File: src/rtl/sw_pkg.sv
`timescale 1ns/1ps
package sw_pkg;
  typedef enum logic [1:0] {
    ST_IDLE = 2'd0,
    ST_FWD  = 2'd1,
    ST_DROP = 2'd2
  } in_state_t;
endpackage

File: src/rtl/sw_in_ctrl.sv
`timescale 1ns/1ps
module sw_in_ctrl
  import sw_pkg::*;
#(
  parameter int NP      = 4,
  parameter int DW      = 8,
  parameter int PORT_ID = 0,
  parameter int SW      = 2
) (
  input  logic          clk,
  input  logic          rst_n,
  input  logic          in_valid,
  input  logic [DW:0]   in_char,
  input  logic          gnt,
  input  logic          sel_rdy,
  output logic          in_ready,
  output logic          want,
  output logic [SW-1:0] want_port,
  output logic          fwd,
  output logic [SW-1:0] sel
);

  localparam logic [DW-1:0] NP_V   = DW'(NP);
  localparam logic [DW-1:0] SELF_V = DW'(PORT_ID);

  in_state_t st, st_nxt;
  logic      is_eop, bad_hdr, load_sel;
  logic [DW-1:0] hdr;

  assign hdr       = in_char[DW-1:0];
  assign is_eop    = in_char[DW];
  assign bad_hdr   = (hdr >= NP_V) || (hdr == SELF_V);
  assign want      = (st == ST_IDLE) && in_valid && !is_eop && !bad_hdr;
  assign want_port = hdr[SW-1:0];
  assign fwd       = (st == ST_FWD);
  assign load_sel  = want && gnt;

  always_comb begin
    st_nxt   = st;
    in_ready = 1'b0;
    case (st)
      ST_IDLE: begin
        in_ready = (is_eop || bad_hdr) ? 1'b1 : gnt;
        if (in_valid && !is_eop && bad_hdr) st_nxt = ST_DROP;
        else if (load_sel)                  st_nxt = ST_FWD;
      end
      ST_FWD: begin
        in_ready = sel_rdy;
        if (in_valid && sel_rdy && is_eop) st_nxt = ST_IDLE;
      end
      ST_DROP: begin
        in_ready = 1'b1;
        if (in_valid && is_eop) st_nxt = ST_IDLE;
      end
      default: st_nxt = ST_IDLE;
    endcase
  end

  always_ff @(posedge clk or negedge rst_n) begin
    if (!rst_n) begin
      st  <= ST_IDLE;
      sel <= '0;
    end else begin
      st <= st_nxt;
      if (load_sel) sel <= want_port;
    end
  end

  assert_eop_releases_R4: assert property (@(posedge clk) disable iff (!rst_n)
    (fwd && in_valid && in_ready && is_eop) |=> (st == ST_IDLE));

  assert_loser_stalls_R6: assert property (@(posedge clk) disable iff (!rst_n)
    (want && !gnt) |-> !in_ready);

endmodule

File: src/rtl/sw_out_arb.sv
`timescale 1ns/1ps
module sw_out_arb #(
  parameter int NP = 4,
  parameter int SW = 2
) (
  input  logic          clk,
  input  logic          rst_n,
  input  logic [NP-1:0] req,
  input  logic          rel,
  output logic [NP-1:0] gnt,
  output logic          busy,
  output logic [SW-1:0] owner
);

  localparam logic [SW-1:0] LAST = SW'(NP - 1);

  logic [SW-1:0] ptr, ptr_nxt, own_nxt, gidx;
  logic          busy_nxt, found, take;

  always_comb begin
    found = 1'b0;
    gidx  = '0;
    for (int k = 0; k < NP; k++) begin
      int j;
      j = int'(ptr) + k;
      if (j >= NP) j = j - NP;
      if (req[j] && !found) begin
        found = 1'b1;
        gidx  = SW'(j);
      end
    end
    take = found && !busy;
    gnt  = take ? ({{(NP-1){1'b0}}, 1'b1} << gidx) : '0;
  end

  always_comb begin
    busy_nxt = busy;
    own_nxt  = owner;
    ptr_nxt  = ptr;
    if (take) begin
      busy_nxt = 1'b1;
      own_nxt  = gidx;
      ptr_nxt  = (gidx == LAST) ? '0 : gidx + 1'b1;
    end else if (rel) begin
      busy_nxt = 1'b0;
    end
  end

  always_ff @(posedge clk or negedge rst_n) begin
    if (!rst_n) begin
      busy  <= 1'b0;
      owner <= '0;
      ptr   <= '0;
    end else begin
      busy  <= busy_nxt;
      owner <= own_nxt;
      ptr   <= ptr_nxt;
    end
  end

  assert_grant_single_R6: assert property (@(posedge clk) disable iff (!rst_n)
    $onehot0(gnt));

  assert_owner_held_R10: assert property (@(posedge clk) disable iff (!rst_n)
    (busy && !rel) |=> (busy && $stable(owner)));

  assert_release_frees_R4: assert property (@(posedge clk) disable iff (!rst_n)
    rel |=> !busy);

endmodule

File: src/rtl/wormhole_switch.sv
`timescale 1ns/1ps
module wormhole_switch #(
  parameter int NP = 4,
  parameter int DW = 8
) (
  input  logic               clk,
  input  logic               rst_n,
  input  logic [NP*(DW+1)-1:0] in_data,
  input  logic [NP-1:0]      in_valid,
  output logic [NP-1:0]      in_ready,
  output logic [NP*(DW+1)-1:0] out_data,
  output logic [NP-1:0]      out_valid,
  input  logic [NP-1:0]      out_ready
);

  localparam int CW = DW + 1;
  localparam int SW = (NP > 1) ? $clog2(NP) : 1;

  logic [NP-1:0]         want, fwd, gnt_in, sel_rdy, busy, rel;
  logic [NP-1:0][SW-1:0] want_port, sel, owner;
  logic [NP-1:0][NP-1:0] req_m, gnt_m;

  for (genvar i = 0; i < NP; i++) begin : g_in
    sw_in_ctrl #(.NP(NP), .DW(DW), .PORT_ID(i), .SW(SW)) u_in (
      .clk       (clk),
      .rst_n     (rst_n),
      .in_valid  (in_valid[i]),
      .in_char   (in_data[i*CW +: CW]),
      .gnt       (gnt_in[i]),
      .sel_rdy   (sel_rdy[i]),
      .in_ready  (in_ready[i]),
      .want      (want[i]),
      .want_port (want_port[i]),
      .fwd       (fwd[i]),
      .sel       (sel[i])
    );
    assign sel_rdy[i] = out_ready[sel[i]];

    assert_fwd_streams_R3: assert property (@(posedge clk) disable iff (!rst_n)
      (fwd[i] && in_valid[i]) |-> out_valid[sel[i]]);
  end

  for (genvar o = 0; o < NP; o++) begin : g_out
    sw_out_arb #(.NP(NP), .SW(SW)) u_arb (
      .clk   (clk),
      .rst_n (rst_n),
      .req   (req_m[o]),
      .rel   (rel[o]),
      .gnt   (gnt_m[o]),
      .busy  (busy[o]),
      .owner (owner[o])
    );
  end

  always_comb begin
    gnt_in = '0;
    for (int o = 0; o < NP; o++) begin
      for (int i = 0; i < NP; i++) begin
        req_m[o][i] = want[i] && (want_port[i] == SW'(o));
        if (gnt_m[o][i]) gnt_in[i] = 1'b1;
      end
    end
  end

  always_comb begin
    logic [CW-1:0] oc;
    for (int o = 0; o < NP; o++) begin
      oc = in_data[int'(owner[o])*CW +: CW];
      out_data[o*CW +: CW] = busy[o] ? oc : '0;
      out_valid[o] = busy[o] && in_valid[owner[o]];
      rel[o]       = out_valid[o] && out_ready[o] && oc[DW];
    end
  end

endmodule

File: config.mk
export PLATFORM = sky130hd
export DESIGN_NAME = wormhole_switch
export DESIGN_NICKNAME = d
export VERILOG_FILES = /design/src/rtl/sw_pkg.sv /design/src/rtl/sw_in_ctrl.sv /design/src/rtl/sw_out_arb.sv /design/src/rtl/wormhole_switch.sv
export SDC_FILE = /design/constraint.sdc
export NUM_CORES = 1
export LEC_CHECK = 0
export ABC_AREA = 1
export BUFFER_PORTS_ARGS = -buffer_cell sky130_fd_sc_hd__buf_4
export CAP_MARGIN = 10
export CORE_ASPECT_RATIO = 1.5
export CORE_UTILIZATION = 34
export DETAILED_ROUTE_END_ITERATION = 10
export SETUP_SLACK_MARGIN = 0.15
export SLEW_MARGIN = 15
export SYNTH_ARGS = -nofsm -noshare
export SYNTH_HDL_FRONTEND = slang
export SYNTH_SLANG_ARGS = --single-unit
File: constraint.sdc
create_clock -name clk -period 8.9 [get_ports clk]
set_input_delay 1.335 -clock clk [delete_from_list [all_inputs] [get_ports clk]]
set_output_delay 1.335 -clock clk [all_outputs]
set_load 0.05 [all_outputs]
==> impl_metrics.json <==
{
  "cts_resized": 0,
  "synth_edf_count": 0,
  "vias_per_cell": 5.48,
  "remaining_drc_errors": 0,
  "grt_util_met1_pct": 28.1,
  "cts_setup_buffers": 0,
  "dieArea_sq_um": 14800,
  "grt.overflow.total": 0,
  "fin_crit_sh_pct": 62.3,
  "yosysSeqAreaShare_pct": 18.5,
  "path_class": "in2out",
  "fillers": 1533,
  "regArea_sq_um": 901,
  "coreArea_sq_um": 14000,
  "busiest_layer": "met2",
  "antenna_found_initial": 0,
  "die_x_um": 99.7,
  "dpl-instance-area_sq_um": 5590,
  "dpl_worst_slack_ps": 3380,
  "syn_area_sq_um": 4870,
  "instances_no_fill": 1076,
  "period_needed_ps": 5540,
  "worst_ir_drop_vdd_uv": 137,
  "use_met3_pct": 2.30,
  "powerDensity_nw_per_um2": 303,
  "numPortBuffers": 89,
  "initial_core_util_pct": 34.8,
  "firstDrtPassIters": 6,
  "slew_violations": 0,
  "rsz0062_at_grt": "no",
  "dr.first_iter.drc_count": 388,
  "dp.cells": 1071,
  "final_area_sq_um": 5720,
  "leakage_nw": 2.89,
  "multiInputGateArea_sq_um": 3380,
  "path_max_fanout": 6,
  "fin_util_pct": 40.9,
  "syn_inst": 831,
  "grt_pass1_wl_mm": 28.9,
  "netlist_top_cells_area": "dfrtp_1 18%, nand2_1 18%, a21oi_1 9.1%",
  "hp-class": "reg2reg",
  "cts_tree": "built",
  "yosys.area.top_type_share_pct": 18.5,
  "grt_pass1_vias": 5384,
  "track_usage_pct": 25.5,
  "arrival_ps": 4210,
  "ys.flop_type": "dfrtp_1",
  "diodes": 0,
  "gp_congestion": 0.962,
  "endpoint_kind": "output port",
  "setup_viol": 0,
  "area_growth_pct": 17.4,
  "fin_ws_ps": 3360,
  "clock_latency_ps": 290,
  "nets": 948,
  "ys_warn_count": 0,
  "grt_use_met2_pct": 46.5,
  "htreeDepth": 2,
  "skew_ps": 8.48,
  "die-height_um": 149,
  "yosys.cell_types.count": 46,
  "worst_pin_slew_ps": 1070,
  "cp_data_required_time_ps": 7570,
  "routedWlPerCell_um": 17.4,
  "wl_mm": 18.8,
  "slew_headroom_pct": 28.9,
  "grt_max_degree": 38,
  "cts_hold_buf": 0,
  "clock_sinks": 36,
  "setup_tns_ps": 0,
  "clkSlewWorstSetupHoldPaths_ps": 50,
  "io_pins": 90,
  "vias": 5898,
  "cts_buffers": 5,
  "maxCapViolCount": 0,
  "startpoint_type": "primary input",
  "hpwlAfterDp_mm": 14.9,
  "cts-root-buf": "clkbuf_16",
  "synth-async-reset-ratio_pct": 100,
  "syn-num-nets": 893,
  "outcome": "completed",
  "cts.path.max_buffers": 2,
  "ant_nets": 0,
  "synth_most_common_cell": "nand2_1",
  "synth_top_area_cell": "dfrtp_1",
  "synthTopCellsByCount": "231 x nand2_1, 90 x inv_1, 89 x a21oi_1",
  "synth_seq_cells": 36,
  "hold_viol": 0,
  "num_rows": 53,
  "max_freq_mhz": 180,
  "drive_gt1_share_pct": 16.2,
  "synth.avg_cell_area_sq_um": 5.86
}
placed cells by master (no fill, tap or decap), drive strengths merged, types with 2 or more instances in the layout:
cell type	synthesis	layout
nand2	241	241
inv	105	105
a21oi	89	89
buf	17	89
o21ai	71	71
nand3	69	69
nor2	58	58
dfrtp	36	36
o211ai	33	33
nand4	23	23
ha	16	16
a31oi	8	8
o21a	7	7
clkbuf	24	5
mux2i	4	4
a32o	4	4
a221oi	4	4
o31ai	4	4
clkinv	2	2
a32oi	2	2
a22oi	2	2
o22ai	2	2
nor3	2	2
layout make-up:
type	instances	share of cell area, %
clock buffers	5	2.19
multi-input cells	647	59.2
well taps	192	4.20
repair buffers	89	11.7
flip-flops and latches	36	15.8
inverters	107	7.02
power breakdown:
| group | switching, W | total, W | internal, W |
|---|---|---|---|
| clock | 0.0000703 | 0.000169 | 0.0000992 |
| combinational | 0.000865 | 0.00124 | 0.000372 |
| sequential | 0.000131 | 0.000327 | 0.000195 |
| total | 0.00107 | 0.00173 | 0.000666 |
flip-flops by register name, indices dropped and copies added (netlist names):
register	count
g_in.u_in.st	8
g_out.u_arb.ptr	8
g_out.u_arb.owner	8
g_out.u_arb.busy	4
g_in.u_in.sel	8
layer usage:
layer | wire length [um] | part of all wire, % | vias up
li1 | - | - | 2909
met1 | 7460 | 40 | 2725
met2 | 9510 | 51 | 210
met3 | 747 | 4.0 | 54
met4 | 1060 | 5.6 | 0
met5 | 0 | 0 | -
cells by family after synthesis:
logic type / Yosys count / share of synthesized area, %
DFF: 36 / 18.5
buffers and inverters: 148 / 12.0
and+or+nand+nor: 398 / 37.1
adders and majority gates: 16 / 4.11
AOI/OAI and AO/OA: 229 / 27.4
muxes: 4 / 0.822
final timing paths:
check                                                 from                                 to  slack, ps  cells after the start
setup / recovery                               in_data[26]                        in_ready[3]       3360                     18
hold / removal             g_out[2].u_arb.busy$_DFFE_PN0P_    g_out[2].u_arb.busy$_DFFE_PN0P_        500                      2
setup reg to reg            g_in[0].u_in.st[1]$_DFFE_PN0P_     g_in[1].u_in.st[0]$_DFFE_PN0P_       5810                     14
hold reg to reg            g_out[2].u_arb.busy$_DFFE_PN0P_    g_out[2].u_arb.busy$_DFFE_PN0P_        500                      2
max in group asynchronous                            rst_n  g_out[2].u_arb.ptr[1]$_DFFE_PN0P_       7480                      1
min in group asynchronous                            rst_n  g_out[0].u_arb.ptr[1]$_DFFE_PN0N_       1010                      1
through the flow:
step / hold WS (ps) / power [W]
after detailed placement: 488 / 0.00156
after floorplan: 462 / 0.00120
after global placement: 475 / 0.00156
final: 505 / 0.00173
after CTS: 502 / 0.00173
after global routing: 532 / 0.00186
worst max-delay path: stages:
cell and delay, ps:
buf_4 140, inv_1 150, nand2_1 110, nor2_2 260
nand3b_2 220, o21ai_1 200, nand2_1 150, nand3_1 140
nand2_1 70, o21ai_0 300, inv_1 110, ha_1 210
nand3_1 190, nand2_1 120, inv_2 70, nand2_2 60
o21a_1 180, buf_4 190
Note: power is estimated with default switching activity, not from simulation.
